==> src/rtl/uvf_pkg.sv <==
package uvf_pkg;

  typedef enum logic [1:0] {
    RESP_IGNORE  = 2'b00,
    RESP_DELAYED = 2'b01,
    RESP_IMMED   = 2'b10,
    RESP_BAD     = 2'b11
  } resp_e;

  typedef struct packed {
    resp_e      resp;
    logic [2:0] retry;
    logic [2:0] dly;
  } uv_cfg_t;

  typedef enum logic [2:0] {
    ST_OFF,
    ST_RUN,
    ST_WAIT,
    ST_HICCUP,
    ST_LATCH
  } seq_st_e;

  localparam logic [2:0] RETRY_FOREVER = 3'd7;

  // shutdown delay in pwm ticks for a delay code
  function automatic logic [3:0] dly_ticks(input logic [2:0] code);
    if (code <= 3'd1)      return 4'd3;
    else if (code <= 3'd4) return 4'd5;
    else                   return 4'd9;
  endfunction

  // hiccup multiple of the rise time
  function automatic logic [2:0] hiccup_mult(input logic [2:0] code);
    return (code <= 3'd1) ? 3'd1 : code;
  endfunction

endpackage

==> src/rtl/uvf_cfg_reg.sv <==
module uvf_cfg_reg
  import uvf_pkg::*;
#(
  parameter logic [7:0] RST_CFG = 8'h80
) (
  input  logic    clk,
  input  logic    rst_n,
  input  logic    wr_valid,
  input  logic [7:0] wr_data,
  input  logic    inv_clr,
  output uv_cfg_t cfg,
  output logic    invalid
);

  uv_cfg_t wr_cfg;
  logic    wr_bad;

  assign wr_cfg = uv_cfg_t'(wr_data);
  assign wr_bad = (wr_cfg.resp == RESP_BAD);

  always_ff @(posedge clk) begin
    if (!rst_n) begin
      cfg     <= uv_cfg_t'(RST_CFG);
      invalid <= 1'b0;
    end else begin
      if (wr_valid && !wr_bad) cfg <= wr_cfg;
      if (wr_valid && wr_bad)  invalid <= 1'b1;
      else if (inv_clr)        invalid <= 1'b0;
    end
  end

endmodule

==> src/rtl/uvf_tick_timer.sv <==
module uvf_tick_timer #(
  parameter int W = 11
) (
  input  logic         clk,
  input  logic         rst_n,
  input  logic         clr,
  input  logic         en,
  input  logic [W-1:0] lim,
  output logic         hit
);

  logic [W-1:0] cnt;
  logic [W:0]   nxt;

  assign nxt = {1'b0, cnt} + 1'b1;
  // a zero limit ends the interval at once
  assign hit = (lim == '0) | (en & (nxt >= {1'b0, lim}));

  always_ff @(posedge clk) begin
    if (!rst_n)   cnt <= '0;
    else if (clr) cnt <= '0;
    else if (en)  cnt <= nxt[W-1:0];
  end

endmodule

==> src/rtl/uvf_retry_track.sv <==
module uvf_retry_track (
  input  logic       clk,
  input  logic       rst_n,
  input  logic       clr,
  input  logic       inc,
  input  logic [2:0] policy,
  output logic       may_retry
);

  import uvf_pkg::*;

  logic [2:0] used;

  assign may_retry = (policy == RETRY_FOREVER) || (used < policy);

  always_ff @(posedge clk) begin
    if (!rst_n)                   used <= '0;
    else if (clr)                 used <= '0;
    else if (inc && used != 3'd7) used <= used + 3'd1;
  end

endmodule

==> src/rtl/uvf_seq.sv <==
module uvf_seq
  import uvf_pkg::*;
#(
  parameter int RISE_W = 8
) (
  input  logic              clk,
  input  logic              rst_n,
  input  logic              run_req,
  input  logic              uv_flag,
  input  logic              pwm_tick,
  input  logic              startup_done,
  input  logic [RISE_W-1:0] rise_ticks,
  input  uv_cfg_t           cfg,
  output logic              pwr_en,
  output logic              latched_off
);

  localparam int CNT_W = RISE_W + 3;

  seq_st_e           st, st_n;
  logic              run_q, run_rise;
  logic              tmr_clr, tmr_en, tmr_hit;
  logic [CNT_W-1:0]  tmr_lim;
  logic              rty_clr, rty_inc, may_retry;
  logic              success;
  seq_st_e           shut_st;

  assign run_rise = run_req & ~run_q;
  assign success  = (st == ST_RUN) & startup_done & ~uv_flag;
  assign shut_st  = may_retry ? ST_HICCUP : ST_LATCH;

  always_comb begin
    if (st == ST_WAIT)
      tmr_lim = CNT_W'(dly_ticks(cfg.dly));
    else
      tmr_lim = CNT_W'(hiccup_mult(cfg.dly)) * CNT_W'(rise_ticks);
  end

  always_comb begin
    st_n    = st;
    rty_inc = 1'b0;
    unique case (st)
      ST_OFF:  if (run_req) st_n = ST_RUN;
      ST_RUN: begin
        if (uv_flag) begin
          if (cfg.resp == RESP_IMMED)        st_n = shut_st;
          else if (cfg.resp == RESP_DELAYED) st_n = ST_WAIT;
        end
      end
      ST_WAIT: begin
        if (uv_flag && cfg.resp == RESP_IMMED)        st_n = shut_st;
        else if (!uv_flag || cfg.resp != RESP_DELAYED) st_n = ST_RUN;
        else if (tmr_hit)                              st_n = shut_st;
      end
      ST_HICCUP: begin
        if (tmr_hit) begin
          st_n    = ST_RUN;
          rty_inc = 1'b1;
        end
      end
      ST_LATCH: if (run_rise) st_n = ST_RUN;
      default:  st_n = ST_OFF;
    endcase
    // OFF command overrides everything except an active latch-off
    if (!run_req && st != ST_LATCH) begin
      st_n    = ST_OFF;
      rty_inc = 1'b0;
    end
  end

  assign tmr_en  = pwm_tick & (((st == ST_WAIT) & uv_flag) | (st == ST_HICCUP));
  assign tmr_clr = (st_n != st) | ((st == ST_WAIT) & ~uv_flag);
  assign rty_clr = ~run_req | success | ((st == ST_LATCH) & run_rise);

  uvf_tick_timer #(.W(CNT_W)) u_tmr (
    .clk   (clk),
    .rst_n (rst_n),
    .clr   (tmr_clr),
    .en    (tmr_en),
    .lim   (tmr_lim),
    .hit   (tmr_hit)
  );

  uvf_retry_track u_rty (
    .clk       (clk),
    .rst_n     (rst_n),
    .clr       (rty_clr),
    .inc       (rty_inc),
    .policy    (cfg.retry),
    .may_retry (may_retry)
  );

  always_ff @(posedge clk) begin
    if (!rst_n) begin
      st    <= ST_OFF;
      run_q <= 1'b0;
    end else begin
      st    <= st_n;
      run_q <= run_req;
    end
  end

  assign pwr_en      = (st == ST_RUN) | (st == ST_WAIT);
  assign latched_off = (st == ST_LATCH);

endmodule

==> src/rtl/uv_fault_ctl.sv <==
module uv_fault_ctl
  import uvf_pkg::*;
#(
  parameter int         RISE_W  = 8,
  parameter logic [7:0] RST_CFG = 8'h80
) (
  input  logic              clk,
  input  logic              rst_n,
  input  logic              run_req,
  input  logic              uv_flag,
  input  logic              pwm_tick,
  input  logic              startup_done,
  input  logic [RISE_W-1:0] rise_ticks,
  input  logic              cfg_valid,
  input  logic [7:0]        cfg_data,
  output logic              cfg_ready,
  output logic [7:0]        cfg_rd_data,
  input  logic              inv_clr,
  output logic              pwr_en,
  output logic              latched_off,
  output logic              cfg_invalid
);

  uv_cfg_t cfg;

  assign cfg_ready   = 1'b1;
  assign cfg_rd_data = cfg;

  uvf_cfg_reg #(.RST_CFG(RST_CFG)) u_cfg (
    .clk      (clk),
    .rst_n    (rst_n),
    .wr_valid (cfg_valid & cfg_ready),
    .wr_data  (cfg_data),
    .inv_clr  (inv_clr),
    .cfg      (cfg),
    .invalid  (cfg_invalid)
  );

  uvf_seq #(.RISE_W(RISE_W)) u_seq (
    .clk          (clk),
    .rst_n        (rst_n),
    .run_req      (run_req),
    .uv_flag      (uv_flag),
    .pwm_tick     (pwm_tick),
    .startup_done (startup_done),
    .rise_ticks   (rise_ticks),
    .cfg          (cfg),
    .pwr_en       (pwr_en),
    .latched_off  (latched_off)
  );

endmodule

==> config.mk <==
export PLATFORM = sky130hd
export DESIGN_NAME = uv_fault_ctl
export DESIGN_NICKNAME = d
export VERILOG_FILES = /design/src/rtl/uvf_pkg.sv /design/src/rtl/uvf_cfg_reg.sv /design/src/rtl/uvf_tick_timer.sv /design/src/rtl/uvf_retry_track.sv /design/src/rtl/uvf_seq.sv /design/src/rtl/uv_fault_ctl.sv
export SDC_FILE = /design/constraint.sdc
export NUM_CORES = 1
export LEC_CHECK = 0
export BUFFER_PORTS_ARGS = -buffer_cell sky130_fd_sc_hd__buf_2
export CAP_MARGIN = 0
export CORE_ASPECT_RATIO = 0.9
export CORE_MARGIN = 4
export CORE_UTILIZATION = 45
export DETAILED_ROUTE_END_ITERATION = 16
export PLACE_DENSITY = 0.7
export SLEW_MARGIN = 20
export SYNTH_ARGS = -nofsm -noshare
export SYNTH_HDL_FRONTEND = slang
export SYNTH_SLANG_ARGS = --single-unit
==> constraint.sdc <==
create_clock -name clk -period 3.9 [get_ports clk]
set_input_delay 0.195 -clock clk [delete_from_list [all_inputs] [get_ports clk]]
set_output_delay 0.195 -clock clk [all_outputs]
set_load 0.01 [all_outputs]
==> impl_metrics.tcl, run 1 <==
set metrics [dict create \
    yosysTopAreaCell "dfxtp_1" \
    grt_util_all_layers 0.185 \
    power.leakage_uw 0.00150 \
    holdCritPathClass "input pin to flop" \
    cp_max_fo 5 \
    critPathMaxStageDelay_ns 0.50 \
    drtIter0Drc 177 \
    hold_viol_final 0 \
    firstDrtPassIters 4 \
    wl_per_cell_um 14.7 \
    place_ws_ns -0.136 \
    cap_viol_max_count 0 \
    cts_buffers 3 \
    die_area_um2 7310 \
    finalPower_uw 730 \
    synth_edf_count 0 \
    path_cells "o21bai_4 > and2_4 > fa_1 > ha_2 > inv_2 > fa_2 > nand2b_4 > a21oi_2 > xnor2_1 > nand2b_4 > ha_4 > a21o_1 > a21oi_2 > o211ai_1 > a22oi_2 > buf_6 > a31oi_4 > buf_4 > nor3_1" \
    synthTopCellsByCount "nand2_1, dfxtp_1, ha_1" \
    wl_um 6880 \
    cp.arrival_ns 4.16 \
    num-fill-cells 533 \
    met2_usage 0.309 \
    final_cell_area_um2 3360 \
    rsz0062_at_grt "true" \
    cts.sinks 27 \
    crit_type "flop to flop" \
    num_antenna_cells 0 \
    instances_no_fill 469 \
    tightest_slew_ns 1.11 \
    syn_nets 404 \
    synth.top_cell.area_share 0.200 \
    fin_crit_ns 3.97 \
    synthesis.instances 347 \
    io_pins 36 \
    setup.worst_path.end_class "flop" \
    grt_first_pass_wirelength_um 10800 \
    cts_tree "yes" \
    area_delta_synth_final_pct 24.5 \
    fin_nets 457 \
    num_vias 2642 \
    irDropWorstVdd_v 0.000150 \
    clk_latency_ns 0.28 \
    globalRoute.busiestLayer "met2" \
    drive_above_1_share 0.276 \
    place_area_um2 3040 \
    drc_errors 0 \
    place_inst 456 \
    root_buffer "clkbuf_8" \
    syn_area_per_cell_um2 7.78 \
    gp_congestion 0.860 \
    final-max-slew-violation-count 0 \
    status "finished with violations" \
    synthArstFlopShare 0 \
    cts_buffer_depth 2 \
    required_ns 4.10 \
    yosysWarnings 0 \
    worst_clock_skew_ns 0.00659 \
    grt_max_degree 17 \
    synth_seq_cells 27 \
    htreeDepth 1 \
    antenna_found_initial 0 \
    yosysUniqueCellTypes 60 \
    clk_pin_slew_worst_paths_ns 0.10 \
    hpwlAfterDp_um 5040 \
    critPathLaunchType "flop" \
    finalSetupViolations 3 \
    grt_pass1_vias 2420 \
    dominantRegCellSynth "dfxtp_1" \
    die_h_um 81.5 \
    gr-total-overflow 0 \
    drtAntennaViolNets 0 \
    powerDensity_nw_per_um2 217 \
    fin_crit_sh 1.02 \
    syn_area_um2 2700 \
    met1_usage 0.253 \
    max_freq_mhz 252 \
    violations "setup timing" \
    slew_headroom 0.263 \
    synth_most_common_cell "nand2_1" \
    grt_use_met3 0.0251 \
    fin_ws_ns -0.0655 \
    ys_seq_area_frac 0.200 \
    synth_area_leaders "dfxtp_1, ha_1, nand2_1" \
    rows 26 \
    chipWidth_um 89.7 \
    initial_core_util 0.469 \
    via_per_inst 5.63 \
    io_buffers 34 \
    core_um2 5760 \
    cp_slowest_cell "fa_1" \
]
-- metrics by stage --
stage	hold WS [ns]	setup TNS, ns	util
after floorplan	0.333	0	-
after global placement	0.443	-0.0278	0.528
after detailed placement	0.450	-0.611	0.528
after CTS	0.151	0	0.548
after global routing	0.161	-2.34	0.584
final	0.161	-0.120	0.584
-- power breakdown --
part	switching, uW	internal (uW)	leakage [uW]
logic	146	124	0.00125
clock network	95.7	73.5	0.0000228
registers	9.38	282	0.000221
-- layer usage --
metal  wire (um)  vias to the layer above
met5           0                        -
met4          66                        0
met3         208                        9
met2        3540                       50
met1        3060                     1258
li1            -                     1325
-- flip-flops by register name, indices dropped and copies added (netlist names) --
register          cells
u_seq.st              3
u_cfg.invalid         1
u_seq.u_rty.used      3
u_seq.u_tmr.cnt      11
u_cfg.cfg             8
u_seq.run_q           1
-- cell usage in the layout, fill, tap and decap left out, drive strengths merged, types with 5 or more instances in the layout --
cell type / count
nor3: 16
dfxtp: 27
buf: 59
mux2i: 10
ha: 26
and2: 10
xor2: 7
nor2b: 13
o21ai: 16
a21oi: 22
xnor2: 15
nand2: 48
a211oi: 5
nor2: 20
inv: 21
nand2b: 10
nand3: 7
fa: 7
-- final timing paths --
check	slack (ns)	cells after the start	from	end
max	-0.07	19	u_cfg.cfg[0]	u_seq.u_tmr.cnt[3]
min	0.16	3	cfg_data[4]	u_cfg.cfg[4]
max reg2reg	-0.07	19	u_cfg.cfg[0]	u_seq.u_tmr.cnt[3]
min reg2reg	0.49	2	u_seq.u_rty.used[2]	u_seq.u_rty.used[2]
-- critical path: cells and delay by family, from the launching register on --
family                     cells  cell delay (ns)
adders and majority gates      4             1.29
AOI/OAI and AO/OA              7             1.11
DFF                            1             0.33
buffers and inverters          3             0.38
and+or+nand+nor                4             0.62
xor gates and xnor gates       1             0.16
-- what timing repair did --
item,in CTS,in global routing
pin swaps,7,26
hold buffers,0,0
buffers inserted,2,6
cloned,1,0
endpoints found under the setup margin,13,17
resized for setup,8,37
-- kinds of logic after synthesis --
group,synth area share
buffers and inverters,0.0528
adders and majority gates,0.172
other,0.00139
muxes,0.0371
xor gates and xnor gates,0.0713
and+or+nand+nor,0.277
AOI/OAI and AO/OA,0.188
DFF,0.200
-- cell type report --
class / instances / area (um^2) / share of cell area
Multi-Input combinational cell: 288 / 2230 / 0.663
Inverter: 21 / 78.8 / 0.0234
Timing Repair Buffer: 59 / 373 / 0.111
Tap cell: 70 / 87.6 / 0.0261
Clock buffer: 4 / 45.0 / 0.0134
Sequential cell: 27 / 549 / 0.163
No activity file was read; power rests on OpenSTA's default activity.
==> run 2: changes to the inputs <==
Settings changed: CORE_MARGIN 4 to 3, MAX_ROUTING_LAYER set to met4.
==> run 2 against run 1 <==
The run still ends with setup timing left. Clock power about the same. Register-to-register slack improved by 0.02 ns. Hold slack better by 0.0010 ns. Critical endpoint is now u_seq.u_tmr.cnt[9]. Critical path type unchanged. Combinational power up 15%.
==> impl_metrics.tcl, run 2 (same netlist as run 1, synthesis figures left out) <==
set metrics [dict create \
    drtAntennaViolNets 0 \
    final-max-slew-violation-count 0 \
    die_h_um 79.5 \
    irDropWorstVdd_v 0.000174 \
    clk_latency_ns 0.28 \
    reg_top3 "u_seq.u_tmr.cnt (11), u_cfg.cfg (8)" \
    max_freq_mhz 253 \
    clk_pin_slew_worst_paths_ns 0.10 \
    cts_buffer_depth 2 \
    grt_util_all_layers 0.199 \
    worst_clock_skew_ns 0.00776 \
    violations "setup timing" \
    gr-total-overflow 0 \
    chipWidth_um 87.7 \
    wl_um 7140 \
    holdCritPathClass "input pin to flop" \
    io_buffers 34 \
    hold_end "u_cfg.cfg[4]" \
    power.leakage_uw 0.00153 \
    largest_reg_flops 11 \
    worstReg2RegEnd "u_seq.u_tmr.cnt[9]" \
    finalSetupTns_ns -0.238 \
    initial_core_util 0.469 \
    grt_max_degree 15 \
    critPathLaunchType "flop" \
    fin_crit_ns 3.95 \
    regMostFlops "u_seq.u_tmr.cnt" \
    grt_pass1_vias 2535 \
    gp_congestion 0.933 \
    cts_tree "yes" \
    final_cell_area_um2 3490 \
    cts_hold_buffers 0 \
    final_cell_mix "nand2_1, buf_2, buf_4, dfxtp_1" \
    required_ns 4.02 \
    grt_first_pass_wirelength_um 11100 \
    via_per_inst 5.70 \
    slew_headroom 0.0739 \
    firstDrtPassIters 7 \
    rows 26 \
    status "finished with violations" \
    root_buffer "clkbuf_8" \
    area_delta_synth_final_pct 29.3 \
    worstRegToRegCells 18 \
    rsz0062_at_grt "true" \
    multi_input_area_um2 2330 \
    setup.worst_path.end_class "flop" \
    finalSetupViolations 8 \
    htreeDepth 1 \
    powerDensity_nw_per_um2 220 \
    cap_viol_max_count 0 \
    holdWs_ns 0.162 \
    min-delay-start "cfg_data[4]" \
    tightest_slew_ns 1.39 \
    drive_above_1_share 0.333 \
    hold_viol_final 0 \
    num-fill-cells 493 \
    num_antenna_cells 0 \
    io_pins 36 \
    cts.sinks 27 \
    cp.arrival_ns 4.07 \
    fin_ws_ns -0.0481 \
    r2r-start "u_cfg.cfg[0]" \
    die_area_um2 6970 \
    antenna_found_initial 0 \
    register_area_um2 549 \
    drtIter0Drc 144 \
    wl_per_cell_um 15.1 \
    drc_errors 0 \
    hpwlAfterDp_um 5000 \
    place_area_um2 3050 \
    crit_type "flop to flop" \
    whs_path_depth 3 \
    reg2reg_slack_ns -0.05 \
    cts_buffers 3 \
    num_vias 2694 \
    fin_crit_sh 1.01 \
    fin_nets 461 \
    final_common_cell "nand2_1" \
    core_um2 5760 \
    cp_max_fo 5 \
]
-- run 2: cell count changes in the layout (fill, tap and decap cells not counted), moves of 2 or more --
cell and change:
ha_1 -2, inv_2 +2, nor3_2 +7, nand2_2 +3, inv_1 -2, xnor2_1 -2, nor3_1 -7, xnor2_2 +2
ha_4 +2, buf_4 +4, nand2_1 -4
-- run 2: routing by layer --
| metal | global-route usage | vias to the layer above | part of all wire |
|---|---|---|---|
| met2 | 0.325 | 87 | 0.50 |
| met3 | 0.0279 | 14 | 0.045 |
| met1 | 0.262 | 1262 | 0.44 |
| met5 | - | - | 0 |
| li1 | - | 1331 | - |
| met4 | 0.0383 | 0 | 0.012 |
-- run 2: how the worst max path moves through the flow --
stage	startpoint	to	slack [ns]	cells after the start
final	u_cfg.cfg[0]	u_seq.u_tmr.cnt[9]	-0.05	18
after global routing	u_cfg.cfg[2]	u_seq.u_tmr.cnt[9]	-0.21	18
after CTS	u_cfg.cfg[1]	u_seq.st[1]	0.009	18
after detailed placement	u_cfg.cfg[0]	u_seq.u_tmr.cnt[1]	-0.15	17
after global placement	u_cfg.cfg[0]	u_seq.u_tmr.cnt[1]	0.007	17
after floorplan	u_cfg.cfg[0]	u_seq.u_tmr.cnt[10]	0.01	18
-- run 2: layout make-up --
cell class	count	share of cell area
clock buffers	4	0.0129
inverters	21	0.0226
multi-input cells	288	0.667
flip-flops and latches	27	0.157
well taps	70	0.0251
repair buffers	63	0.115
-- run 2: critical path: stages (launching register included) --
cell and delay [ns]:
dfxtp_2 0.33, o21bai_4 0.18, and2_4 0.17, fa_1 0.51
ha_2 0.19, inv_2 0.04, fa_2 0.33, nand2b_4 0.17
a21oi_4 0.17, xnor2_2 0.09, nand2b_4 0.16, ha_4 0.28
nand4_1 0.11, o211ai_1 0.33, a22oi_2 0.12, buf_4 0.17
buf_6 0.11, a31oi_4 0.25, nor3_2 0.06
-- run 2: repair_timing --
item | 4_1_cts | 5_1_grt
gates resized for setup | 12 | 54
endpoints found under the setup margin | 16 | 17
cloned | 1 | 0
setup buffers | 2 | 9
pin swaps | 8 | 34
-- run 2: metrics by stage --
stage                     instances  total power, uW  setup WS, ns  utilization
after floorplan                 347              451       0.00981            -
after global placement          457              514       0.00736        0.529
after detailed placement        457              523        -0.149        0.529
after CTS                       464              705       0.00874        0.551
after global routing            473              816        -0.209        0.607
final                           473              769       -0.0481        0.607
-- run 2: power by group --
group          total, uW  internal [uW]  switching (uW)  leakage, uW
registers            289            282            6.56     0.000221
logic                310            145             165      0.00128
clock network        171           73.5            97.1    0.0000228
==> run 3: changes to the inputs <==
Settings changed: PLACE_DENSITY 0.7 to 0.67.
==> run 3 against run 2 <==
Clock power decreased by 2%. Design area shrank 3.0%. Sequential power hardly changed. Wire length is 8.9% lower. Clock skew decreased by 0.0013 ns. Register-to-register slack better by 0.14 ns. Power down 4.7%. Largest cell class unchanged. The flow now finishes without violations. Fmax up 3.5%. Clock-buffer cell count fell by 1. Highest routed layer unchanged. Critical endpoint is now u_seq.u_tmr.cnt[1].
==> impl_metrics.tcl, run 3 (same netlist as run 1, synthesis figures left out) <==
set metrics [dict create \
    status "complete, no violations" \
    cts.sinks 27 \
    wl_per_cell_um 13.9 \
    gr-total-overflow 0 \
    power.leakage_uw 0.00150 \
    cp_max_fo 6 \
    final_cell_mix "nand2_1, buf_2, dfxtp_1, buf_4" \
    met2_usage 0.289 \
    grt_first_pass_wirelength_um 10500 \
    reg_top3 "u_seq.u_tmr.cnt (11), u_cfg.cfg (8)" \
    drtAntennaViolNets 0 \
    worst_clock_skew_ns 0.00644 \
    combPwrFrac 0.379 \
    drc_errors 0 \
    hold_viol_final 0 \
    wl_um 6500 \
    cts_buffer_depth 2 \
    grt_pass1_vias 2341 \
    chipWidth_um 87.7 \
    largest_reg_flops 11 \
    grt_max_degree 16 \
    crit_type "flop to flop" \
    setup.worst_path.end_class "flop" \
    globalRoute.busiestLayer "met2" \
    clk_latency_ns 0.28 \
    drtIter0Drc 181 \
    place_area_um2 3070 \
    required_ns 4.08 \
    area_delta_synth_final_pct 25.4 \
    p_int_uw 482 \
    place_ws_ns -0.174 \
    die_area_um2 6970 \
    power_frac_seq 0.394 \
    sw_frac_of_total 0.343 \
    gp_congestion 0.841 \
    num_antenna_cells 0 \
    rsz0062_at_grt "true" \
    tightest_slew_ns 1.36 \
    holdCritPathClass "input pin to flop" \
    final_cell_area_um2 3390 \
    finalSetupTns_ns 0 \
    critPathLaunchType "flop" \
    met1_usage 0.272 \
    slew_headroom 0.0910 \
    clkPwrFrac 0.227 \
    via_per_inst 5.48 \
    clk_pin_slew_worst_paths_ns 0.10 \
    cts_buffers 3 \
    powerDensity_nw_per_um2 216 \
    regMostFlops "u_seq.u_tmr.cnt" \
    fin_crit_sh 0.978 \
    io_pins 36 \
    grt_use_met3 0.0165 \
    finalPower_uw 733 \
    hpwlAfterDp_um 4930 \
    rows 26 \
    cts_hold_buffers 0 \
    final-max-slew-violation-count 0 \
    cp.arrival_ns 3.99 \
    htreeDepth 1 \
    initial_core_util 0.469 \
    holdWs_ns 0.154 \
    cts_tree "yes" \
    cap_viol_max_count 0 \
    grt_util_all_layers 0.191 \
    core_um2 5760 \
    finalSetupViolations 0 \
    die_h_um 79.5 \
    drive_above_1_share 0.282 \
    max_freq_mhz 262 \
    io_buffers 34 \
    irDropWorstVdd_v 0.000138 \
    firstDrtPassIters 6 \
    final_common_cell "nand2_1" \
    num_vias 2558 \
    fin_crit_ns 3.81 \
    antenna_found_initial 0 \
    fin_ws_ns 0.0869 \
    p_sw_uw 251 \
    root_buffer "clkbuf_8" \
    fin_nets 455 \
]
==> run 3: changes by cell type in the layout (fill, tap and decap cells not counted), sizes merged <==
| cell | before | now |
|---|---|---|
| buf | 63 | 57 |
| clkbuf | 4 | 3 |
| clkinv | 0 | 1 |
==> run 3: per-stage QoR <==
| stage | utilization | std cells |
|---|---|---|
| global route | 0.588 | 467 |
| floorplan | - | 347 |
| global placement | 0.533 | 460 |
| CTS | 0.551 | 467 |
| finish | 0.588 | 467 |
| detailed placement | 0.533 | 460 |
==> run 3: layer usage <==
layer  part of all wire  up-vias
met4              0.010        0
met1               0.49     1165
met2               0.45       66
met5                  0        -
met3              0.047        5
li1                   -     1322
==> run 3: power groups by stage <==
stage	clock (uW)	combinational [uW]	sequential [uW]
after floorplan	0	154	297
after CTS	171	243	289
after detailed placement	0	234	295
after global routing	181	309	290
final	167	278	289
after global placement	0	231	295
==> run 3: final cells by class <==
class / count / area (um^2)
fillers: 530 / 2370
clock inverters: 1 / 5.00
well taps: 70 / 87.6
clock buffers: 3 / 41.3
inverters: 21 / 78.8
repair buffers: 57 / 350
flip-flops and latches: 27 / 549
multi-input cells: 288 / 2280
==> run 3: critical path, stage by stage (launching register included) <==
cell and delay, ns:
dfxtp_4 0.38, o21bai_4 0.19, and2_4 0.17, fa_1 0.42, ha_2 0.20, buf_4 0.14, a211oi_2 0.20, o21bai_1 0.12
o21ai_1 0.19, mux2i_1 0.26, inv_1 0.10, ha_4 0.22, a21o_1 0.18, a21oi_2 0.13, o21ai_2 0.08, a22oi_2 0.24
buf_6 0.16, a31oi_4 0.14, nor4_2 0.20
==> run 3: final timing paths <==
path | from | to | slack, ns | depth (start not counted)
setup reg to reg | u_cfg.cfg[2] | u_seq.u_tmr.cnt[1] | 0.09 | 18
setup / recovery | u_cfg.cfg[2] | u_seq.u_tmr.cnt[1] | 0.09 | 18
hold / removal | cfg_data[4] | u_cfg.cfg[4] | 0.15 | 3
hold reg to reg | u_cfg.invalid | u_cfg.invalid | 0.49 | 2
==> run 3: timing repair <==
| action | in CTS | in global routing |
|---|---|---|
| pin swaps | 5 | 21 |
| gates cloned | 1 | 0 |
| setup endpoints to repair | 13 | 17 |
| setup buffers | 2 | 0 |
| hold endpoints to repair | 0 | 0 |
| gates resized for setup | 6 | 40 |
